--- src/rtl/mc_ctrl_pkg.sv ---
package mc_ctrl_pkg;
  localparam int OP_W = 6;

  localparam logic [OP_W-1:0] OPC_RTYPE = 6'b000000;
  localparam logic [OP_W-1:0] OPC_LOAD  = 6'b100011;
  localparam logic [OP_W-1:0] OPC_STORE = 6'b101011;
  localparam logic [OP_W-1:0] OPC_BEQ   = 6'b000100;
  localparam logic [OP_W-1:0] OPC_JUMP  = 6'b000010;

  typedef enum logic [3:0] {
    S_FETCH = 4'd0, S_DEC   = 4'd1, S_MADDR = 4'd2, S_LDRD = 4'd3,
    S_LDWB  = 4'd4, S_STWR  = 4'd5, S_REXE  = 4'd6, S_RWB  = 4'd7,
    S_BEQ   = 4'd8, S_JMP   = 4'd9, S_XUND  = 4'd10, S_XOVF = 4'd11
  } state_t;

  localparam logic [1:0] OPB_REG    = 2'b00;
  localparam logic [1:0] OPB_FOUR   = 2'b01;
  localparam logic [1:0] OPB_IMM    = 2'b10;
  localparam logic [1:0] OPB_IMM_SH = 2'b11;

  localparam logic [1:0] ALU_ADD   = 2'b00;
  localparam logic [1:0] ALU_SUB   = 2'b01;
  localparam logic [1:0] ALU_FUNCT = 2'b10;

  localparam logic [1:0] PCS_ALU = 2'b00;
  localparam logic [1:0] PCS_OUT = 2'b01;
  localparam logic [1:0] PCS_JMP = 2'b10;
  localparam logic [1:0] PCS_VEC = 2'b11;

  typedef struct packed {
    logic       mem_rd;
    logic       mem_wr;
    logic       addr_sel;
    logic       ir_wr;
    logic       rf_wr;
    logic       dst_sel;
    logic       wb_sel;
    logic       opa_sel;
    logic [1:0] opb_sel;
    logic [1:0] alu_cls;
    logic       pc_wr;
    logic       pc_wr_cond;
    logic [1:0] pc_src;
    logic       epc_wr;
    logic       cause_wr;
    logic       exc_ovf;
  } ctrl_t;
endpackage

--- src/rtl/mc_state_reg.sv ---
module mc_state_reg
  import mc_ctrl_pkg::*;
(
  input  logic   clk_i,
  input  logic   rst_ni,
  input  state_t nxt_i,
  output state_t state_o
);
  always_ff @(posedge clk_i or negedge rst_ni) begin
    if (!rst_ni) state_o <= S_FETCH;
    else         state_o <= nxt_i;
  end
endmodule

--- src/rtl/mc_next_state.sv ---
module mc_next_state
  import mc_ctrl_pkg::*;
(
  input  state_t          state_i,
  input  logic [OP_W-1:0] opcode_i,
  input  logic            ovf_i,
  output state_t          nxt_o
);
  state_t dispatch;

  always_comb begin
    case (opcode_i)
      OPC_RTYPE:          dispatch = S_REXE;
      OPC_LOAD, OPC_STORE: dispatch = S_MADDR;
      OPC_BEQ:            dispatch = S_BEQ;
      OPC_JUMP:           dispatch = S_JMP;
      default:            dispatch = S_XUND;
    endcase
  end

  always_comb begin
    case (state_i)
      S_FETCH: nxt_o = S_DEC;
      S_DEC:   nxt_o = dispatch;
      S_MADDR: nxt_o = (opcode_i == OPC_LOAD) ? S_LDRD : S_STWR;
      S_LDRD:  nxt_o = S_LDWB;
      // overflow seen during execute pre-empts the write-back
      S_REXE:  nxt_o = ovf_i ? S_XOVF : S_RWB;
      default: nxt_o = S_FETCH;
    endcase
  end
endmodule

--- src/rtl/mc_ctrl_decode.sv ---
module mc_ctrl_decode
  import mc_ctrl_pkg::*;
(
  input  state_t state_i,
  output ctrl_t  ctrl_o
);
  always_comb begin
    ctrl_o = '0;
    case (state_i)
      S_FETCH: begin
        ctrl_o.mem_rd  = 1'b1;
        ctrl_o.ir_wr   = 1'b1;
        ctrl_o.opb_sel = OPB_FOUR;
        ctrl_o.alu_cls = ALU_ADD;
        ctrl_o.pc_wr   = 1'b1;
        ctrl_o.pc_src  = PCS_ALU;
      end
      S_DEC: ctrl_o.opb_sel = OPB_IMM_SH;
      S_MADDR: begin
        ctrl_o.opa_sel = 1'b1;
        ctrl_o.opb_sel = OPB_IMM;
      end
      S_LDRD: begin
        ctrl_o.mem_rd   = 1'b1;
        ctrl_o.addr_sel = 1'b1;
      end
      S_LDWB: begin
        ctrl_o.rf_wr  = 1'b1;
        ctrl_o.wb_sel = 1'b1;
      end
      S_STWR: begin
        ctrl_o.mem_wr   = 1'b1;
        ctrl_o.addr_sel = 1'b1;
      end
      S_REXE: begin
        ctrl_o.opa_sel = 1'b1;
        ctrl_o.opb_sel = OPB_REG;
        ctrl_o.alu_cls = ALU_FUNCT;
      end
      S_RWB: begin
        ctrl_o.rf_wr   = 1'b1;
        ctrl_o.dst_sel = 1'b1;
      end
      S_BEQ: begin
        ctrl_o.opa_sel    = 1'b1;
        ctrl_o.alu_cls    = ALU_SUB;
        ctrl_o.pc_wr_cond = 1'b1;
        ctrl_o.pc_src     = PCS_OUT;
      end
      S_JMP: begin
        ctrl_o.pc_wr  = 1'b1;
        ctrl_o.pc_src = PCS_JMP;
      end
      S_XUND, S_XOVF: begin
        ctrl_o.opb_sel  = OPB_FOUR;
        ctrl_o.alu_cls  = ALU_SUB;
        ctrl_o.pc_wr    = 1'b1;
        ctrl_o.pc_src   = PCS_VEC;
        ctrl_o.epc_wr   = 1'b1;
        ctrl_o.cause_wr = 1'b1;
        ctrl_o.exc_ovf  = (state_i == S_XOVF);
      end
      default: ctrl_o = '0;
    endcase
  end
endmodule

--- src/rtl/mc_ctrl_fsm.sv ---
module mc_ctrl_fsm
  import mc_ctrl_pkg::*;
#(
  parameter int CAUSE_W     = 32,
  parameter int CAUSE_UNDEF = 0,
  parameter int CAUSE_OVF   = 1
) (
  input  logic               clk_i,
  input  logic               rst_ni,
  input  logic [OP_W-1:0]    opcode_i,
  input  logic               zero_i,
  input  logic               ovf_i,
  output logic               mem_rd_o,
  output logic               mem_wr_o,
  output logic               addr_sel_o,
  output logic               ir_wr_o,
  output logic               rf_wr_o,
  output logic               dst_sel_o,
  output logic               wb_sel_o,
  output logic               opa_sel_o,
  output logic [1:0]         opb_sel_o,
  output logic [1:0]         alu_cls_o,
  output logic               pc_wr_o,
  output logic               pc_wr_cond_o,
  output logic [1:0]         pc_src_o,
  output logic               pc_en_o,
  output logic               epc_wr_o,
  output logic               cause_wr_o,
  output logic [CAUSE_W-1:0] cause_code_o
);
  state_t state, nxt;
  ctrl_t  ctrl;

  mc_state_reg u_state (
    .clk_i  (clk_i),
    .rst_ni (rst_ni),
    .nxt_i  (nxt),
    .state_o(state)
  );

  mc_next_state u_next (
    .state_i (state),
    .opcode_i(opcode_i),
    .ovf_i   (ovf_i),
    .nxt_o   (nxt)
  );

  mc_ctrl_decode u_dec (
    .state_i(state),
    .ctrl_o (ctrl)
  );

  assign mem_rd_o     = ctrl.mem_rd;
  assign mem_wr_o     = ctrl.mem_wr;
  assign addr_sel_o   = ctrl.addr_sel;
  assign ir_wr_o      = ctrl.ir_wr;
  assign rf_wr_o      = ctrl.rf_wr;
  assign dst_sel_o    = ctrl.dst_sel;
  assign wb_sel_o     = ctrl.wb_sel;
  assign opa_sel_o    = ctrl.opa_sel;
  assign opb_sel_o    = ctrl.opb_sel;
  assign alu_cls_o    = ctrl.alu_cls;
  assign pc_wr_o      = ctrl.pc_wr;
  assign pc_wr_cond_o = ctrl.pc_wr_cond;
  assign pc_src_o     = ctrl.pc_src;
  assign epc_wr_o     = ctrl.epc_wr;
  assign cause_wr_o   = ctrl.cause_wr;

  assign pc_en_o = ctrl.pc_wr | (ctrl.pc_wr_cond & zero_i);

  always_comb begin
    if (!ctrl.cause_wr)    cause_code_o = '0;
    else if (ctrl.exc_ovf) cause_code_o = CAUSE_W'(CAUSE_OVF);
    else                   cause_code_o = CAUSE_W'(CAUSE_UNDEF);
  end

  AST_MEM_EXCL: assert property (@(posedge clk_i) disable iff (!rst_ni)
    !(mem_rd_o && mem_wr_o));

  AST_PC_EN_SRC: assert property (@(posedge clk_i) disable iff (!rst_ni)
    pc_en_o |-> (pc_wr_o || zero_i));

  AST_OVF_DIVERT: assert property (@(posedge clk_i) disable iff (!rst_ni)
    (state == S_REXE && ovf_i) |=> (cause_wr_o && !rf_wr_o));

  AST_BEQ_RETURN: assert property (@(posedge clk_i) disable iff (!rst_ni)
    pc_wr_cond_o |=> ir_wr_o);

  AST_JUMP_DISPATCH: assert property (@(posedge clk_i) disable iff (!rst_ni)
    (state == S_DEC && opcode_i == OPC_JUMP) |=> (pc_src_o == PCS_JMP));

  AST_EXC_RETURN: assert property (@(posedge clk_i) disable iff (!rst_ni)
    cause_wr_o |=> (state == S_FETCH));

  AST_DEC_NO_WRITE: assert property (@(posedge clk_i) disable iff (!rst_ni)
    ir_wr_o |=> !(rf_wr_o || mem_wr_o || pc_wr_o || epc_wr_o));
endmodule

--- config.mk ---
export PLATFORM = sky130hd
export DESIGN_NAME = mc_ctrl_fsm
export DESIGN_NICKNAME = d
export VERILOG_FILES = /design/src/rtl/mc_ctrl_pkg.sv /design/src/rtl/mc_state_reg.sv /design/src/rtl/mc_next_state.sv /design/src/rtl/mc_ctrl_decode.sv /design/src/rtl/mc_ctrl_fsm.sv
export SDC_FILE = /design/constraint.sdc
export NUM_CORES = 1
export LEC_CHECK = 0
export BUFFER_PORTS_ARGS = -buffer_cell sky130_fd_sc_hd__buf_2
export CAP_MARGIN = 20
export CORE_MARGIN = 2
export CORE_UTILIZATION = 40
export CTS_CLUSTER_SIZE = 8
export DETAILED_ROUTE_END_ITERATION = 12
export PLACE_DENSITY = 0.84
export SETUP_SLACK_MARGIN = 0.15
export SYNTH_ARGS = -nofsm -noshare
export SYNTH_HDL_FRONTEND = slang
export SYNTH_SLANG_ARGS = --single-unit
--- constraint.sdc ---
create_clock -name clk_i -period 2.3 [get_ports clk_i]
set_clock_uncertainty 0.15 [all_clocks]
set_input_delay 0.46 -clock clk_i [delete_from_list [all_inputs] [get_ports clk_i]]
set_output_delay 0.46 -clock clk_i [all_outputs]
set_load 0.005 [all_outputs]
# Yosys cells after proc, flatten, opt, wreduce, memory -nomap -nowiden
# Index checks and enable logic that the tools add are counted.
totals:
  reg_bits: 4
  in_bits: 10
  out_inout_bits: 51
  word_cells: 49
classes:
  n_eq_ne: 15
  mux: 20
  bitwise: 2
  n_reduce_logical: 11
ops:
  columns: ["op", "n"]
  rows:
  - ["case mux 4 bit (5 select lines)", 1]
  - ["equality test 4 x 3 -> 1 bit (second input constant)", 4]
  - ["equality test 4 bit (second input constant)", 4]
  - ["case mux 4 bit (4 select lines)", 1]
  - ["equality test 6 bit (second input constant)", 2]
  - ["2-to-1 mux 1 bit", 12]
  - ["case mux 2 bit (3 select lines)", 2]
  - ["OR reduction 2 bit", 5]
  - ["OR reduction 3 bit", 3]
  - ["equality test 4 x 2 -> 1 bit (second input constant)", 2]
  - ["equality test 6 x 2 -> 1 bit (second input constant)", 1]
  - ["equality test 6 x 3 -> 1 bit (second input constant)", 1]
  - ["zero test 6 bit", 1]
  - ["2-to-1 mux 3 bit", 2]
  - ["equality test 4 x 1 -> 1 bit (second input constant)", 1]
  - ["zero test 4 bit", 1]
  - ["2-to-1 mux 4 bit", 1]
  - ["case mux 2 bit (2 select lines)", 1]
  - ["OR reduction 4 bit", 1]
  - ["bitwise AND 1 bit", 1]
  - ["bitwise OR 1 bit", 1]

# Logic depth before layout (Yosys ltp)
depth:
  word_depth: 5
  depth_mapped: 4
  ltp_nobuf: 3

# Cells and area by module
# Synthesis repeated with hierarchy kept, for this count alone.
hier_totals:
  hier_cells: 95
  area_unflattened_um2: 754.5
modules_own_cells:
  columns: ["module", "instances", "cells_each", "area_each_um2", "seq_area_each_um2"]
  rows:
  - ["mc_ctrl_fsm", 1, 34, 250.2, 0.0]
  - ["mc_ctrl_decode", 1, 32, 217.7, 0.0]
  - ["mc_next_state", 1, 25, 186.4, 0.0]
  - ["mc_state_reg", 1, 4, 100.1, 100.1]

# Least setup slack after synthesis
# Ideal clock, no wire load.
synth_timing:
  kind: "in2reg"
  startpoint: "input port opcode_i[0]"
  endpoint: "register u_state.state_o[0]"
  setup_time_ps: 94
  arrival_time_ps: 1671
  required_ps: 2056
  setup_slack_ps: 385
  stages: 3
  path_buffers: 0
  cell_sequence: "or4_4 > or4b_4 > a221oi_2"
synth_between:
  elab_chain_cells: 4
  elab_cells_between_ends: 8
  classes_between: "eq/ne (4); mux (2); reduce/logical (2)"
synth_rtl:
  columns: ["item", "line", "text"]
  rows:
  - ["start, declared", "mc_ctrl_fsm.sv:10", "input logic [OP_W-1:0] opcode_i,"]
  - ["equality test 6 bit", "mc_next_state.sv:12", "case (opcode_i)"]
  - ["OR reduction 2 bit", "mc_next_state.sv:12", null]
  - ["case mux 4 bit (4 select lines) (*)", "mc_next_state.sv:12", null]
  - ["case mux 4 bit (5 select lines) (*)", "mc_next_state.sv:22", "case (state_i)"]
  - ["via nxt[0]", "mc_ctrl_fsm.sv:31", "state_t state, nxt;"]
  - ["end signal, assigned", "mc_state_reg.sv:11", "else state_o <= nxt_i;"]
  - ["end, declared", "mc_state_reg.sv:7", "output state_t state_o"]
# Mark *: on every way through the listed nets, which the timed path passes. The rest lies on a longest branch.

# Worst setup path after layout
layout_timing:
  startpoint: "register u_state.state_o[3]"
  endpoint: "output port opa_sel_o"
layout_between:
  elab_chain_cells: 3
  elab_cells_between_ends: 5
  classes_between: "eq/ne (3); mux (1); reduce/logical (1)"
layout_rtl:
  columns: ["item", "line", "text"]
  rows:
  - ["equality test 4 x 3 -> 1 bit (tied with other cells)", "mc_ctrl_decode.sv:9", "case (state_i)"]
  - ["OR reduction 3 bit (no line) (*)", null, null]
  - ["2-to-1 mux 1 bit (*)", "mc_ctrl_decode.sv:9", null]
  - ["end, declared", "mc_ctrl_fsm.sv:20", "output logic opa_sel_o,"]
# Mark *: on every way between the ends. The rest lies on a longest branch, timed or not.

==> results.md <==
* Synth Instances at 97
* Antenna-violating nets left at 0
* Max Root-Sink Buffers at 2
* Compound-Gate Fraction of Synth Area at 0.1204
* WHS Path Cells at 2
* Row cnt at 15
* Part of the power in combinational logic at 0.613
* Vias at 658
* Die height at 46.04 um
* Switching Power at 397.2 uW
* TritonCTS buffer count at 3
* RSZ-0062 raised after global routing: true
* Routed len/inst at 10.31 um
* Yosys warns at 0
* Most flops, register: u_state.state_o
* Antenna violations before repair at 0
* Clock Tree Root: clkbuf_4
* Post-synth EDFFs at 0
* Leak at 0.0003973 uW
* DPL Wire Length at 1.147 mm
* Final slew viol count at 0
* Simple-Gate Fraction of Synth Area at 0.3239
* Post-layout nets at 135
* Async SR Flop Fraction at 1.000
* Synthesized area per cell at 7.288 um^2
* Number of global-route vias before repair at 493
* Global route overflow at 0
* Req. time, crit path at 1.69 ns
* Sequential power share at 0.282
* Worst-path cell chain: nand2b_2 > o21ba_2 > nor2_1 > buf_2
* Synth top area share at 0.3398
* Top Ports at 61
* Max reg flops at 4
* Final setup violation count at 0
* Ant. Diodes at 0
* H-tree levels at 1
* Setup TNS at 0 ns
* Maximum clock rate at 496.1 MHz
* Sequential fraction of the synthesis area at 0.1416
* Routability Congestion at 0.8469
* Initial core utilization at 0.4185
* Top Registers: u_state.state_o: 4 flops
* Buffers added on ports at 29
* Worst-path clk slew at 0.04 ns
* Die area at 2120 um^2
* Sw frac at 0.4816
* DRT Pass-1 Iters at 3
* Unique masters post-synth at 31
* Vias per cell at 4.700
* Sink Count at 4
* First-pass GRT wire length at 2.076 mm
* Most numerous cell in the Yosys netlist: buf_4
* Critical path's largest stage delay at 0.59 ns
* Share of cells above drive strength 1 at 0.3333
* Syn-to-layout area delta at 8.319%
* CP startpoint kind: register
* Leading cell types by count after synthesis: buf_4 (32), nor2_1 (12), nor3_1 (5)
* Worst EP arrival at 1.41 ns
* Clock network fraction of total power at 0.105
* Pwr dens at 1077 nW/um^2
* Worst setup path category: reg2out
* Post-route minimum period at 2.016 ns
* Mux cell area share after synthesis at 0
* Post-Synth XOR/XNOR Area at 0.03717
* Post-CTS Setup Bufs at 0
* Outcome: finished, final reports clean
* Most common flop cell mapped by yosys: dfrtp_1
* Final WL at 1.443 mm
* Tot GR Track Use at 0.1433
* Post-synth top area cell: buf_4
* Nature of the critical path endpoint: output pin
* Top cells by area, synth: buf_4 (34%), dfrtp_1 (14%), nor2_1 (6.4%)
* Period Utilization, post-route at 0.8765
* Core ar. at 1689 um^2
* Largest family of logic cells by synthesized area: buffers and inverters
* CTS tree: yes
* DRT iter0 DRCs at 7
* # fillers at 185
* Mapped cell area at 706.9 um^2
* Total internal power at 427.5 uW
* Crit Path Max Fanout at 13
* Die W at 46.04 um
* Fin. Hold Viols at 0
* CP max stage cell: dfrtp_1
* HP Class: in2reg
* Largest net degree at the start of global routing at 19
* Max VDD drop at 0.0003499 V
* Post-Synth Adder-Cell Area at 0
* Final Hold Slack at 0.3225 ns
* Clock Latency Late Sink at 0.23 ns
* Post-route DRC at 0
* Worst Reg-to-Reg Cells at 3
* Synthesized flop and latch total at 4
* Max Cap Viol at 0
==> cell usage in the layout, fill, tap and decap left out, types with 2 or more instances in the layout <==
| master | instances |
|---|---|
| nor3b_1 | 3 |
| o21ai_0 | 2 |
| nor3_1 | 5 |
| nand2_1 | 3 |
| dfrtp_2 | 3 |
| conb_1 | 31 |
| xnor2_1 | 3 |
| a21oi_1 | 2 |
| clkbuf_4 | 3 |
| buf_2 | 29 |
| nand2b_1 | 3 |
| nor2b_1 | 4 |
| nor2_1 | 12 |
==> worst max-delay path: cells and delay by family (launching register included) <==
family,cells,cell delay [ns]
buffers and inverters,1,0.12
and+or+nand+nor,2,0.24
DFF,1,0.59
AOI/OAI and AO/OA,1,0.22
==> cell families (layout without fill, tap and decap cells) <==
group	count (synthesis)	in the layout
compound gates	11	11
xor+xnor	3	3
buf+inv	38	34
simple gates	40	40
flops	4	4
other cells	1	31
==> timing repair <==
| action | CTS | global route |
|---|---|---|
| resized for setup | 0 | 4 |
| endpoints found under the setup margin | 0 | 6 |
| hold endpoints to repair | 4 | 0 |
| hold buffers | 1 | 0 |
==> metrics by stage <==
| step | instances | util | worst slack (ns) | power (uW) | cell area, um^2 |
|---|---|---|---|---|---|
| after global placement | 136 | 0.4304 | 0.2637 | 705.2 | 726.9 |
| final | 140 | 0.4533 | 0.2841 | 824.6 | 765.7 |
| after detailed placement | 136 | 0.4304 | 0.2143 | 725.8 | 726.9 |
| after CTS | 140 | 0.4496 | 0.1644 | 819.9 | 759.5 |
| after global routing | 140 | 0.4533 | 0.1337 | 915.3 | 765.7 |
| after floorplan | 127 | - | 0.3851 | 571.2 | 819.5 |
==> power groups by stage <==
stage / registers [uW] / logic, uW / clock network [uW]
finish: 232 / 506 / 86.8
global route: 246 / 569 / 100
CTS: 223 / 507 / 89.9
detailed placement: 224 / 502 / 0
global placement: 217 / 488 / 0
floorplan: 122 / 449 / 0
==> path summary, 6_finish.rpt <==
path	endpoint	slack, ns	from
max	opa_sel_o	0.28	u_state.state_o[3]$_DFF_PN0_
min	u_state.state_o[3]$_DFF_PN0_	0.32	ovf_i
max reg2reg	u_state.state_o[1]$_DFF_PN0_	0.64	u_state.state_o[0]$_DFF_PN0_
min reg2reg	u_state.state_o[0]$_DFF_PN0_	0.51	u_state.state_o[2]$_DFF_PN0_
max in group asynchronous	u_state.state_o[1]$_DFF_PN0_	1.46	rst_ni
min in group asynchronous	u_state.state_o[3]$_DFF_PN0_	0.41	rst_ni
==> layout make-up <==
type,count,area [um^2],share of cell area
inverters,1,3.754,0.004902
repair buffers,30,155.1,0.2026
multi-input cells,85,459.2,0.5997
well taps,17,21.27,0.02778
flip-flops and latches,4,103.9,0.1356
clock buffers,3,22.52,0.02941
==> routing by layer <==
| layer | vias up | share of wire | GRT usage |
|---|---|---|---|
| met4 | 0 | 0.019 | 0.1371 |
| met1 | 301 | 0.39 | 0.1548 |
| li1 | 320 | - | - |
| met2 | 35 | 0.51 | 0.2250 |
| met5 | - | 0 | 0 |
| met3 | 2 | 0.077 | 0.03175 |
Note: power is estimated with default switching activity, not from simulation.
